--- src/rtl/dfc_pkg.sv ---
package dfc_pkg;

    typedef enum logic [1:0] {
        DFC_IDLE  = 2'b00,
        DFC_REQ   = 2'b01,
        DFC_SPACE = 2'b10,
        DFC_ACK   = 2'b11
    } dfc_state_e;

    typedef struct packed {
        logic fetch;
        logic stop;
        logic room;
        logic ack;
        logic stop_held;
    } dfc_ctl_t;

    function automatic dfc_state_e dfc_after_ack(input logic more, input logic halt);
        return (more && !halt) ? DFC_REQ : DFC_IDLE;
    endfunction

    function automatic dfc_state_e dfc_room_pick(input logic room);
        return room ? DFC_ACK : DFC_SPACE;
    endfunction

endpackage

--- src/rtl/dfc_space_check.sv ---
module dfc_space_check #(
    parameter int BURST  = 4,
    parameter int FREE_W = 6
) (
    input  logic [FREE_W-1:0] free_cnt,
    output logic              room
);
    localparam logic [FREE_W:0] NEED = (FREE_W+1)'(BURST);

    always_comb room = ({1'b0, free_cnt} >= NEED);
endmodule

--- src/rtl/dfc_stop_latch.sv ---
module dfc_stop_latch (
    input  logic clk,
    input  logic rst,
    input  logic in_ack_wait,
    input  logic stop_req,
    input  logic mem_ack,
    output logic stop_held
);
    always_ff @(posedge clk) begin
        if (rst)
            stop_held <= 1'b0;
        else if (in_ack_wait && !mem_ack)
            stop_held <= stop_held | stop_req;
        else
            stop_held <= 1'b0;
    end
endmodule

--- src/rtl/dfc_fsm.sv ---
module dfc_fsm
    import dfc_pkg::*;
(
    input  logic       clk,
    input  logic       rst,
    input  dfc_ctl_t   ctl,
    output dfc_state_e state
);
    dfc_state_e nxt;

    always_comb begin
        nxt = state;
        unique case (state)
            DFC_IDLE:  if (ctl.fetch && !ctl.stop) nxt = DFC_REQ;
            DFC_REQ:   nxt = ctl.stop ? DFC_IDLE : dfc_room_pick(ctl.room);
            DFC_SPACE: begin
                if (ctl.stop)      nxt = DFC_IDLE;
                else if (ctl.room) nxt = DFC_ACK;
            end
            DFC_ACK:   if (ctl.ack) nxt = dfc_after_ack(ctl.fetch, ctl.stop | ctl.stop_held);
            default:   nxt = DFC_IDLE;
        endcase
    end

    always_ff @(posedge clk) begin
        if (rst) state <= DFC_IDLE;
        else     state <= nxt;
    end

    assert_space_hold_R4: assert property (@(posedge clk) disable iff (rst)
        (state == DFC_SPACE && !ctl.stop && !ctl.room) |=> (state == DFC_SPACE));

    assert_stop_idle_R7: assert property (@(posedge clk) disable iff (rst)
        (state != DFC_ACK && ctl.stop) |=> (state == DFC_IDLE));

    assert_idle_entry_R2: assert property (@(posedge clk) disable iff (rst)
        (state == DFC_IDLE && !ctl.fetch) |=> (state == DFC_IDLE));
endmodule

--- src/rtl/dma_fetch_ctrl.sv ---
module dma_fetch_ctrl
    import dfc_pkg::*;
#(
    parameter int BURST  = 4,
    parameter int FREE_W = 6
) (
    input  logic              clk,
    input  logic              rst,
    input  logic              fetch_req,
    input  logic              stop_req,
    input  logic [FREE_W-1:0] free_cnt,
    input  logic              mem_ack,
    output logic              mem_req,
    output logic              dma_idle,
    output logic [1:0]        state_code
);
    dfc_state_e state;
    dfc_ctl_t   ctl;
    logic       room;
    logic       stop_held;

    dfc_space_check #(.BURST(BURST), .FREE_W(FREE_W)) u_space (
        .free_cnt (free_cnt),
        .room     (room)
    );

    dfc_stop_latch u_stop (
        .clk         (clk),
        .rst         (rst),
        .in_ack_wait (state == DFC_ACK),
        .stop_req    (stop_req),
        .mem_ack     (mem_ack),
        .stop_held   (stop_held)
    );

    always_comb begin
        ctl.fetch     = fetch_req;
        ctl.stop      = stop_req;
        ctl.room      = room;
        ctl.ack       = mem_ack;
        ctl.stop_held = stop_held;
    end

    dfc_fsm u_fsm (
        .clk   (clk),
        .rst   (rst),
        .ctl   (ctl),
        .state (state)
    );

    always_comb begin
        mem_req    = (state == DFC_ACK);
        dma_idle   = (state == DFC_IDLE);
        state_code = state;
    end

    assert_reset_idle_R1: assert property (@(posedge clk)
        rst |=> (state_code == 2'b00 && !mem_req && dma_idle));

    assert_req_room_R3: assert property (@(posedge clk) disable iff (rst)
        $rose(mem_req) |-> $past(room));

    assert_req_hold_R5: assert property (@(posedge clk) disable iff (rst)
        (mem_req && !mem_ack) |=> mem_req);

    assert_halt_after_ack_R8: assert property (@(posedge clk) disable iff (rst)
        (mem_req && mem_ack && stop_held) |=> dma_idle);
endmodule

--- config.mk ---
export PLATFORM = sky130hd
export DESIGN_NAME = dma_fetch_ctrl
export DESIGN_NICKNAME = d
export VERILOG_FILES = /design/src/rtl/dfc_pkg.sv /design/src/rtl/dfc_space_check.sv /design/src/rtl/dfc_stop_latch.sv /design/src/rtl/dfc_fsm.sv /design/src/rtl/dma_fetch_ctrl.sv
export SDC_FILE = /design/constraint.sdc
export NUM_CORES = 1
export LEC_CHECK = 0
export BUFFER_PORTS_ARGS = -buffer_cell sky130_fd_sc_hd__buf_2
export CELL_PAD_IN_SITES_DETAIL_PLACEMENT = 0
export CELL_PAD_IN_SITES_GLOBAL_PLACEMENT = 1
export CORE_AREA = 2 2 39 41
export CTS_BUF_LIST = sky130_fd_sc_hd__clkbuf_2
export DETAILED_ROUTE_END_ITERATION = 7
export DIE_AREA = 0 0 41 43
export PLACE_DENSITY = 0.46
export SLEW_MARGIN = 15
export SYNTH_ARGS = -nofsm -noshare
export SYNTH_HDL_FRONTEND = slang
export SYNTH_HIERARCHICAL = 1
export SYNTH_SLANG_ARGS = --single-unit
--- constraint.sdc ---
create_clock -name clk -period 3.3 [get_ports clk]
set_input_delay 0.66 -clock clk [delete_from_list [all_inputs] [get_ports clk]]
set_output_delay 0.66 -clock clk [all_outputs]
set_load 0.005 [all_outputs]
==> impl_metrics.prom, run 1 <==
# TYPE chip_impl_metric gauge
chip_impl_info{name="outcome",value="completed"} 1
chip_impl_metric{name="placement.io_buffers",unit=""} 12
chip_impl_info{name="regToRegEndpoint",value="u_fsm/state[0]"} 1
chip_impl_metric{name="synthDistinctLibCells",unit=""} 15
chip_impl_metric{name="place.detailed.instances",unit=""} 51
chip_impl_info{name="worst_hold_path_type",value="reg -> reg"} 1
chip_impl_metric{name="path_max_fanout",unit=""} 8
chip_impl_metric{name="rows",unit=""} 14
chip_impl_metric{name="timing.reg2reg.setup_slack",unit="ps"} 2220
chip_impl_metric{name="die_area",unit="um2"} 1760
chip_impl_metric{name="wire_length_of_the_first_global_routing_pass",unit="um"} 855
chip_impl_metric{name="place_ws",unit="ps"} 1550
chip_impl_metric{name="maxClockFrequency",unit="GHz"} 0.623
chip_impl_metric{name="clock_skew",unit="ps"} 4.16
chip_impl_metric{name="p_per_area",unit="nW/um2"} 376
chip_impl_metric{name="required",unit="ps"} 2640
chip_impl_metric{name="top_level_ports",unit=""} 15
chip_impl_info{name="worst_setup_endpoint",value="mem_req"} 1
chip_impl_metric{name="report.final.slew_viol_count",unit=""} 0
chip_impl_metric{name="drv.max_cap_violation_count",unit=""} 0
chip_impl_metric{name="synthesis.area",unit="um2"} 208
chip_impl_metric{name="clock_tree.htree_level_count",unit=""} 1
chip_impl_metric{name="vias",unit=""} 213
chip_impl_info{name="startpoint_of_the_most_critical_register_to_register_path",value="u_fsm/state[1]"} 1
chip_impl_metric{name="worst-r2r-cell-count",unit=""} 3
chip_impl_metric{name="intPower",unit="uW"} 84.0
chip_impl_metric{name="timing.final.crit_period",unit="ps"} 1600
chip_impl_metric{name="timing.max_slew.rel_slack",unit="%"} 83.9
chip_impl_info{name="cts_root_buffer",value="clkbuf_2"} 1
chip_impl_metric{name="max_slew.worst_pin.slew",unit="ps"} 241
chip_impl_metric{name="post_synth_inst_count",unit=""} 23
chip_impl_metric{name="n_fill_cell",unit=""} 168
chip_impl_metric{name="detail-route-antenna-nets",unit=""} 0
chip_impl_info{name="timing_worst_setup_path_type",value="reg -> out"} 1
chip_impl_info{name="type_of_element_launching_the_critical_path",value="flop"} 1
chip_impl_metric{name="total_overflow_reported_by_the_global_router",unit=""} 0
chip_impl_metric{name="clock_sink_count",unit=""} 3
chip_impl_metric{name="grt_antenna_before_repair",unit=""} 0
chip_impl_metric{name="yosysSeqAreaShare",unit="%"} 28.9
chip_impl_metric{name="power.switching",unit="uW"} 31.6
chip_impl_metric{name="avgRoutedWirePerCell",unit="um"} 8.47
chip_impl_metric{name="timing.final.hold_violations",unit=""} 0
chip_impl_metric{name="drt-vias-per-instance",unit=""} 3.87
chip_impl_metric{name="post_cts.resized_instances",unit=""} 0
chip_impl_metric{name="synthesis.nets",unit=""} 34
chip_impl_metric{name="peakVddDrop",unit="mV"} 0.0966
chip_impl_metric{name="multi_input_comb_area",unit="um2"} 140
chip_impl_metric{name="cts_buffer_depth",unit=""} 2
chip_impl_info{name="critical_path.endpoint_type",value="output port"} 1
chip_impl_metric{name="initial_utilization",unit="%"} 15.0
chip_impl_info{name="clock_tree_from_tritoncts",value="yes"} 1
chip_impl_metric{name="power_frac_clock",unit="%"} 44.0
chip_impl_metric{name="finalWeightedCongestion",unit=""} 0.723
chip_impl_metric{name="routed_wl",unit="um"} 466
chip_impl_info{name="rsz0062_at_grt",value="false"} 1
chip_impl_metric{name="leakage",unit="nW"} 0.147
chip_impl_metric{name="postSynthRegisterBits",unit=""} 3
chip_impl_metric{name="postLayoutSetupSlackWorst",unit="ps"} 1700
chip_impl_metric{name="design.final.nets",unit=""} 51
chip_impl_metric{name="p_sw_share",unit="%"} 27.4
chip_impl_metric{name="antenna_cells_inserted",unit=""} 0
chip_impl_metric{name="grt_use_total",unit="%"} 7.42
chip_impl_metric{name="cts.reportedPaths.clkPinSlew",unit="ps"} 50
chip_impl_metric{name="p_seq_share",unit="%"} 36.0
chip_impl_metric{name="final.setup.tns",unit="ps"} 0
chip_impl_metric{name="die_w",unit="um"} 41
chip_impl_metric{name="post_route_cells_drive_above_1_share",unit="%"} 48.7
chip_impl_metric{name="first_pass_iters",unit=""} 2
chip_impl_metric{name="cts_hold_buf",unit=""} 0
chip_impl_metric{name="layout.cell_area.non_filler",unit="um2"} 308
chip_impl_metric{name="power_frac_comb",unit="%"} 20.0
chip_impl_metric{name="hold-worst-slack",unit="ps"} 524
chip_impl_metric{name="cts_buf_count",unit=""} 3
chip_impl_info{name="startpoint",value="u_fsm/state[1]"} 1
chip_impl_metric{name="grt_max_degree",unit=""} 9
chip_impl_metric{name="grt_pass1_vias",unit=""} 227
chip_impl_metric{name="die_height",unit="um"} 43
chip_impl_metric{name="min_period_over_period",unit="%"} 48.6
chip_impl_metric{name="finalNonFillerCells",unit=""} 55
chip_impl_metric{name="core-area",unit="um2"} 1380
chip_impl_metric{name="avgSynthCellArea",unit="um2"} 9.03
chip_impl_metric{name="dr.first_iter.drc_count",unit=""} 5
chip_impl_metric{name="worstSkewPairLatency",unit="ps"} 200
chip_impl_metric{name="post_cts_setup_repair_bufs",unit=""} 0
chip_impl_metric{name="register_area",unit="um2"} 60.1
chip_impl_metric{name="area_delta_synth_final",unit="%"} 48.2
chip_impl_metric{name="placement.cell_area",unit="um2"} 288
chip_impl_metric{name="ys_warn_count",unit=""} 6
chip_impl_metric{name="critPathArrivalTime",unit="ps"} 940
chip_impl_metric{name="dpl.hpwl",unit="um"} 382
chip_impl_metric{name="drc_violation_count_after_routing",unit=""} 0
chip_impl_metric{name="setup_viol",unit=""} 0
-- Yosys cell counts --
cell	instances	area, um2
or4_1	1	7.51
nor2_1	3	11.3
a221oi_2	1	15.0
inv_1	2	7.51
and2b_1	1	7.51
o21ai_0	1	5.00
dfxtp_1	3	60.1
nor4b_2	1	15.0
and2_1	1	6.26
mux2i_1	2	20.0
o2bb2ai_1	1	8.76
and2b_4	1	10.0
nand2b_1	2	12.5
a22o_1	1	8.76
nor2b_1	2	12.5
-- power by group through the flow --
stage | Sequential [mW] | Clock [mW] | Combinational [mW]
floorplan | 0.0421 | 0 | 0.0124
global placement | 0.0425 | 0 | 0.0236
detailed placement | 0.0425 | 0 | 0.0234
CTS | 0.0418 | 0.0529 | 0.0235
global route | 0.0420 | 0.0586 | 0.0266
finish | 0.0416 | 0.0509 | 0.0231
-- critical path, stage by stage (launching register included) --
cell     delay, ps
dfxtp_1        450
and2_1         190
buf_2          110
-- per-layer routing --
metal  global-route usage [%]  wire [um]  up-vias  part of all wire [%]
li1                         -          -      113                     -
met1                     7.69        185       95                    40
met2                     10.9        238        5                    51
met3                     3.14         41        0                   8.8
met4                     6.00          0        0                     0
met5                        0          0        -                     0
-- stage by stage --
step / utilization [%] / power (mW)
finish: 22.2 / 0.116
global route: 22.2 / 0.127
CTS: 22.2 / 0.118
detailed placement: 20.8 / 0.0658
global placement: 20.8 / 0.0661
floorplan: - / 0.0545
-- registers in the layout, summed over array words and instances (netlist names) --
signal / count
u_fsm/state: 2
u_stop/stop_held: 1
-- logic make-up (layout without fill, tap and decap cells) --
family,Yosys count,in the layout,synth area share [%]
buffers and inverters,2,18,3.62
AND/OR/NAND/NOR,12,12,39.8
AO/OA/AOI/OAI,4,4,18.1
multiplexers,2,2,9.64
flip-flops,3,3,28.9
-- worst min path at each step --
| stage | from | end | slack [ps] | cells past startpoint |
|---|---|---|---|---|
| 2_1_floorplan | u_stop/stop_held | u_stop/stop_held | 490 | 2 |
| 4_1_cts | u_stop/stop_held | u_stop/stop_held | 530 | 2 |
| 3_3_place_gp | u_stop/stop_held | u_stop/stop_held | 510 | 2 |
| 5_1_grt | u_stop/stop_held | u_stop/stop_held | 580 | 2 |
| 3_5_place_dp | u_stop/stop_held | u_stop/stop_held | 520 | 2 |
| 6_report | u_stop/stop_held | u_stop/stop_held | 520 | 2 |
-- cell usage in the layout, fill, tap and decap left out, drive strengths merged --
master   count
dfxtp        3
nor4b        1
inv          2
mux2i        2
and2b        2
a22o         1
o21ai        1
o2bb2ai      1
nand2b       2
clkbuf       4
nor2         3
a221oi       1
or4          1
nor2b        2
and2         1
buf         12
-- cell type report --
cell class | instances | share of cell area (%)
multi-input cells | 18 | 45.5
flip-flops and latches | 3 | 19.5
clock buffers | 4 | 6.50
inverters | 2 | 2.44
repair buffers | 12 | 19.5
well taps | 16 | 6.50
(Power assumes the default switching activity.)
==> run 2: changes to the inputs <==
clock period = 1.6 ns   (was 3.3 ns; I/O delays follow)
==> impl_metrics.prom, run 2 (same netlist as run 1, synthesis figures left out) <==
# TYPE chip_impl_metric gauge
chip_impl_metric{name="placement.io_buffers",unit=""} 12
chip_impl_metric{name="clock_tree.htree_level_count",unit=""} 1
chip_impl_info{name="most-common-layout-cells",value="buf_2, clkbuf_2, nor2_1, dfxtp_1"} 1
chip_impl_metric{name="setup_viol",unit=""} 0
chip_impl_info{name="cts_root_buffer",value="clkbuf_2"} 1
chip_impl_metric{name="p_seq_share",unit="%"} 36.0
chip_impl_metric{name="core-area",unit="um2"} 1380
chip_impl_metric{name="drt-vias-per-instance",unit=""} 3.89
chip_impl_metric{name="clock_sink_count",unit=""} 3
chip_impl_info{name="timing_worst_setup_path_type",value="reg -> out"} 1
chip_impl_metric{name="flip_flop_count_of_the_largest_register_all_copies_and_words_added",unit=""} 2
chip_impl_metric{name="timing.final.hold_violations",unit=""} 0
chip_impl_metric{name="p_per_area",unit="nW/um2"} 775
chip_impl_metric{name="critPathArrivalTime",unit="ps"} 950
chip_impl_metric{name="worst-path-buf-inv",unit=""} 1
chip_impl_metric{name="power_frac_clock",unit="%"} 43.9
chip_impl_metric{name="vias",unit=""} 214
chip_impl_metric{name="grt_use_total",unit="%"} 7.22
chip_impl_metric{name="leakage",unit="nW"} 0.147
chip_impl_metric{name="antenna_cells_inserted",unit=""} 0
chip_impl_metric{name="die_area",unit="um2"} 1760
chip_impl_metric{name="cts_hold_buf",unit=""} 0
chip_impl_metric{name="die_height",unit="um"} 43
chip_impl_metric{name="area_delta_synth_final",unit="%"} 48.2
chip_impl_metric{name="intPower",unit="uW"} 173
chip_impl_metric{name="drv.max_cap_violation_count",unit=""} 0
chip_impl_metric{name="p_sw_share",unit="%"} 27.4
chip_impl_info{name="rsz0062_at_grt",value="false"} 1
chip_impl_metric{name="worstSkewPairLatency",unit="ps"} 200
chip_impl_metric{name="cts.reportedPaths.clkPinSlew",unit="ps"} 40
chip_impl_info{name="layout_commonest_cell",value="buf_2"} 1
chip_impl_info{name="crit_chain",value="and2_1, buf_2"} 1
chip_impl_metric{name="initial_utilization",unit="%"} 15.0
chip_impl_metric{name="detail-route-antenna-nets",unit=""} 0
chip_impl_metric{name="finalWeightedCongestion",unit=""} 0.723
chip_impl_metric{name="avgRoutedWirePerCell",unit="um"} 8.80
chip_impl_info{name="outcome",value="completed"} 1
chip_impl_metric{name="grt_pass1_vias",unit=""} 219
chip_impl_metric{name="clock_skew",unit="ps"} 2.66
chip_impl_info{name="critical_path.endpoint_type",value="output port"} 1
chip_impl_metric{name="required",unit="ps"} 1280
chip_impl_metric{name="dr.first_iter.drc_count",unit=""} 1
chip_impl_info{name="type_of_element_launching_the_critical_path",value="flop"} 1
chip_impl_info{name="reg_top3",value="u_fsm/state: 2 flops, u_stop/stop_held: 1 flops"} 1
chip_impl_metric{name="routed_wl",unit="um"} 484
chip_impl_metric{name="maxClockFrequency",unit="GHz"} 0.787
chip_impl_metric{name="rows",unit=""} 14
chip_impl_metric{name="drc_violation_count_after_routing",unit=""} 0
chip_impl_metric{name="timing.max_slew.rel_slack",unit="%"} 83.9
chip_impl_metric{name="grt_max_degree",unit=""} 9
chip_impl_info{name="clock_tree_from_tritoncts",value="yes"} 1
chip_impl_metric{name="design_power_total",unit="uW"} 239
chip_impl_metric{name="post_cts_setup_repair_bufs",unit=""} 0
chip_impl_metric{name="wire_length_of_the_first_global_routing_pass",unit="um"} 834
chip_impl_metric{name="min_period_over_period",unit="%"} 79.4
chip_impl_metric{name="report.final.slew_viol_count",unit=""} 0
chip_impl_metric{name="max_slew.worst_pin.slew",unit="ps"} 241
chip_impl_metric{name="timing.final.crit_period",unit="ps"} 1270
chip_impl_metric{name="dpl.hpwl",unit="um"} 399
chip_impl_metric{name="final.setup.tns",unit="ps"} 0
chip_impl_metric{name="first_pass_iters",unit=""} 2
chip_impl_info{name="worst_hold_path_type",value="in -> reg"} 1
chip_impl_metric{name="n_fill_cell",unit=""} 165
chip_impl_metric{name="peakVddDrop",unit="mV"} 0.202
chip_impl_metric{name="post_cts.resized_instances",unit=""} 0
chip_impl_metric{name="cts_buf_count",unit=""} 3
chip_impl_info{name="cpLargestDelayFamily",value="flip-flops"} 1
chip_impl_metric{name="post_route_cells_drive_above_1_share",unit="%"} 48.7
chip_impl_metric{name="power.switching",unit="uW"} 65.4
chip_impl_metric{name="postLayoutSetupSlackWorst",unit="ps"} 329
chip_impl_info{name="top_register",value="u_fsm/state"} 1
chip_impl_metric{name="grt_antenna_before_repair",unit=""} 0
chip_impl_metric{name="place_ws",unit="ps"} 201
chip_impl_metric{name="total_overflow_reported_by_the_global_router",unit=""} 0
chip_impl_metric{name="design.final.nets",unit=""} 51
chip_impl_metric{name="power_frac_comb",unit="%"} 20.1
chip_impl_metric{name="cts_buffer_depth",unit=""} 2
chip_impl_metric{name="die_w",unit="um"} 41
chip_impl_info{name="crit_path_top_delay_cell",value="dfxtp_1"} 1
chip_impl_metric{name="top_level_ports",unit=""} 15
chip_impl_metric{name="path_max_fanout",unit=""} 8
chip_impl_metric{name="max_stage_delay",unit="ps"} 440
## run 2: power groups by stage
stage	Sequential [mW]	Clock, mW	Combinational, mW
finish	0.0859	0.105	0.0480
global route	0.0869	0.119	0.0541
CTS	0.0861	0.111	0.0488
detailed placement	0.0875	0	0.0486
global placement	0.0876	0	0.0487
floorplan	0.0868	0	0.0256
## run 2: metrics by stage
step	instances	hold WS [ps]	util (%)	cell area, um2
after floorplan	23	386	-	208
after global placement	51	514	20.8	288
after detailed placement	51	510	20.8	288
after CTS	55	311	22.2	308
after global routing	55	305	22.2	308
final	55	330	22.2	308
## run 2: cell type report
class                      count  area (um2)  share of cell area (%)
multi-input combinational     18         140                    45.5
sequential                     3        60.1                    19.5
inverter                       2        7.51                    2.44
tap                           16        20.0                    6.50
clock buffer                   4        20.0                    6.50
timing repair buffer          12        60.1                    19.5
## run 2: worst reg2reg max path, stage by stage (launching register included)
cell and delay (ps):
dfxtp_1 370, and2b_1 210, o2bb2ai_1 140, a221oi_2 270
## run 2: final timing paths
kind                    start               end  slack [ps]  cells past startpoint
max            u_fsm/state[1]           mem_req         330                      2
min                   mem_ack  u_stop/stop_held         330                      2
max reg2reg    u_fsm/state[1]    u_fsm/state[0]         520                      3
min reg2reg  u_stop/stop_held  u_stop/stop_held         520                      2
## run 2: routing by layer
metal  share of wire, %  GRT usage [%]  vias to the layer above  routed length (um)
met1                 40           7.69                       97                 193
met3                8.3           3.14                        0                  40
li1                   -              -                      112                   -
met5                  0              0                        -                   0
met4                  0           6.00                        0                   0
met2                 52           10.3                        5                 251
==> run 3: changes to the inputs <==
clock period = 1.2 ns   (was 1.6 ns; I/O delays follow)
==> impl_metrics.prom, run 3 (same netlist as run 1, synthesis figures left out) <==
# TYPE chip_impl_metric gauge
chip_impl_info{name="outcome",value="completed"} 1
chip_impl_info{name="worst_hold_path_type",value="in -> reg"} 1
chip_impl_metric{name="p_per_area",unit="nW/um2"} 1030
chip_impl_metric{name="area_delta_synth_final",unit="%"} 49.4
chip_impl_metric{name="drc_violation_count_after_routing",unit=""} 0
chip_impl_metric{name="cts_hold_buf",unit=""} 0
chip_impl_info{name="most-common-layout-cells",value="buf_2, clkbuf_2, nor2_1"} 1
chip_impl_metric{name="cts_buffer_depth",unit=""} 2
chip_impl_metric{name="rows",unit=""} 14
chip_impl_metric{name="total_overflow_reported_by_the_global_router",unit=""} 0
chip_impl_info{name="critical_path.endpoint_type",value="flop"} 1
chip_impl_metric{name="drv.max_cap_violation_count",unit=""} 0
chip_impl_metric{name="timing.max_slew.rel_slack",unit="%"} 86.6
chip_impl_metric{name="core-area",unit="um2"} 1380
chip_impl_metric{name="grt_use_total",unit="%"} 7.22
chip_impl_metric{name="n_fill_cell",unit=""} 164
chip_impl_metric{name="initial_utilization",unit="%"} 15.0
chip_impl_metric{name="design.final.nets",unit=""} 51
chip_impl_metric{name="routed_wl",unit="um"} 484
chip_impl_metric{name="final_core_utilization",unit="%"} 22.4
chip_impl_info{name="clock_tree_from_tritoncts",value="yes"} 1
chip_impl_metric{name="flip_flop_count_of_the_largest_register_all_copies_and_words_added",unit=""} 2
chip_impl_metric{name="clock_tree.htree_level_count",unit=""} 1
chip_impl_metric{name="vias",unit=""} 214
chip_impl_metric{name="top_level_ports",unit=""} 15
chip_impl_metric{name="post_route_cells_drive_above_1_share",unit="%"} 53.8
chip_impl_metric{name="grt_pass1_vias",unit=""} 219
chip_impl_metric{name="finalWeightedCongestion",unit=""} 0.723
chip_impl_info{name="timing_worst_setup_path_type",value="in -> reg"} 1
chip_impl_metric{name="clock_skew",unit="ps"} 2.66
chip_impl_metric{name="post_cts_setup_repair_bufs",unit=""} 0
chip_impl_metric{name="register_area",unit="um2"} 62.6
chip_impl_metric{name="placement.io_buffers",unit=""} 12
chip_impl_metric{name="timing.final.hold_violations",unit=""} 0
chip_impl_info{name="layout_commonest_cell",value="buf_2"} 1
chip_impl_metric{name="first_pass_iters",unit=""} 2
chip_impl_metric{name="setup_viol",unit=""} 0
chip_impl_metric{name="path_max_fanout",unit=""} 2
chip_impl_metric{name="drt-vias-per-instance",unit=""} 3.89
chip_impl_metric{name="die_area",unit="um2"} 1760
chip_impl_info{name="type_of_element_launching_the_critical_path",value="primary input"} 1
chip_impl_metric{name="dpl.hpwl",unit="um"} 399
chip_impl_metric{name="min_period_over_period",unit="%"} 93.1
chip_impl_metric{name="report.final.slew_viol_count",unit=""} 0
chip_impl_metric{name="timing.final.crit_period",unit="ps"} 1120
chip_impl_metric{name="wire_length_of_the_first_global_routing_pass",unit="um"} 834
chip_impl_info{name="rsz0062_at_grt",value="false"} 1
chip_impl_metric{name="avgRoutedWirePerCell",unit="um"} 8.80
chip_impl_metric{name="detail-route-antenna-nets",unit=""} 0
chip_impl_metric{name="multi_input_comb_area",unit="um2"} 140
chip_impl_metric{name="dr.first_iter.drc_count",unit=""} 1
chip_impl_metric{name="die_w",unit="um"} 41
chip_impl_metric{name="clock_sink_count",unit=""} 3
chip_impl_metric{name="cts.reportedPaths.clkPinSlew",unit="ps"} 40
chip_impl_metric{name="place_ws",unit="ps"} -119
chip_impl_metric{name="critPathArrivalTime",unit="ps"} 1190
chip_impl_metric{name="leakage",unit="nW"} 0.148
chip_impl_metric{name="peakVddDrop",unit="mV"} 0.269
chip_impl_metric{name="max_slew.worst_pin.slew",unit="ps"} 198
chip_impl_metric{name="maxClockFrequency",unit="GHz"} 0.895
chip_impl_metric{name="worstSkewPairLatency",unit="ps"} 200
chip_impl_metric{name="grt_max_degree",unit=""} 9
chip_impl_metric{name="grt_antenna_before_repair",unit=""} 0
chip_impl_info{name="top_register",value="u_fsm/state"} 1
chip_impl_info{name="cts_root_buffer",value="clkbuf_2"} 1
chip_impl_metric{name="die_height",unit="um"} 43
chip_impl_metric{name="postLayoutSetupSlackWorst",unit="ps"} 82.6
chip_impl_metric{name="cts_buf_count",unit=""} 3
chip_impl_metric{name="required",unit="ps"} 1270
chip_impl_metric{name="antenna_cells_inserted",unit=""} 0
chip_impl_info{name="reg_top3",value="u_fsm/state: 2 flops, u_stop/stop_held: 1 flops"} 1
[run 3: cell type report]
type | count | share of cell area, %
Timing Repair Buffer | 12 | 19.4
Inverter | 2 | 2.42
Multi-Input combinational cell | 18 | 45.2
Clock buffer | 4 | 6.45
Tap cell | 16 | 6.45
Sequential cell | 3 | 20.2
[run 3: power breakdown]
part	internal (mW)	switching, mW	leakage, nW	total (mW)
logic	0.0376	0.0265	0.106	0.0641
clock network	0.0880	0.0518	0.0166	0.140
registers	0.107	0.00894	0.0253	0.116
total	0.232	0.0872	0.148	0.320
[run 3: repair_timing]
action                                  CTS  global route
gates resized for setup                   1             1
cloned                                    0             0
endpoints found under the setup margin    1             1
pin swaps                                 0             0
[run 3: worst max-delay path, cell delays in order]
cell and delay [ps]:
buf_2 90, or4_1 540, nand2b_1 100, a22o_1 160, a221oi_2 60
[run 3: final timing paths]
| kind | start | slack, ps | end | depth (start not counted) |
|---|---|---|---|---|
| worst min-delay path | rst | 240 | u_fsm/state[0] | 2 |
| worst max-delay path | free_cnt[5] | 80 | u_fsm/state[0] | 5 |
| worst max register to register | u_fsm/state[1] | 160 | u_fsm/state[0] | 3 |
| worst min register to register | u_stop/stop_held | 520 | u_stop/stop_held | 2 |
[run 3: metrics by stage]
step	setup TNS (ps)	area [um2]	total power, mW	instances	hold slack [ps]
CTS	0	309	0.328	55	228
global placement	-130	288	0.182	51	454
floorplan	0	208	0.150	23	306
finish	0	310	0.320	55	243
detailed placement	-119	288	0.181	51	455
global route	0	310	0.348	55	219
[run 3: per-layer routing]
layer | vias up | wire length [um] | GRT usage [%] | share of wire, %
met2 | 5 | 251 | 10.3 | 52
li1 | 112 | - | - | -
met4 | 0 | 0 | 6.00 | 0
met1 | 97 | 193 | 7.69 | 40
met3 | 0 | 40 | 3.14 | 8.3
met5 | - | 0 | 0 | 0
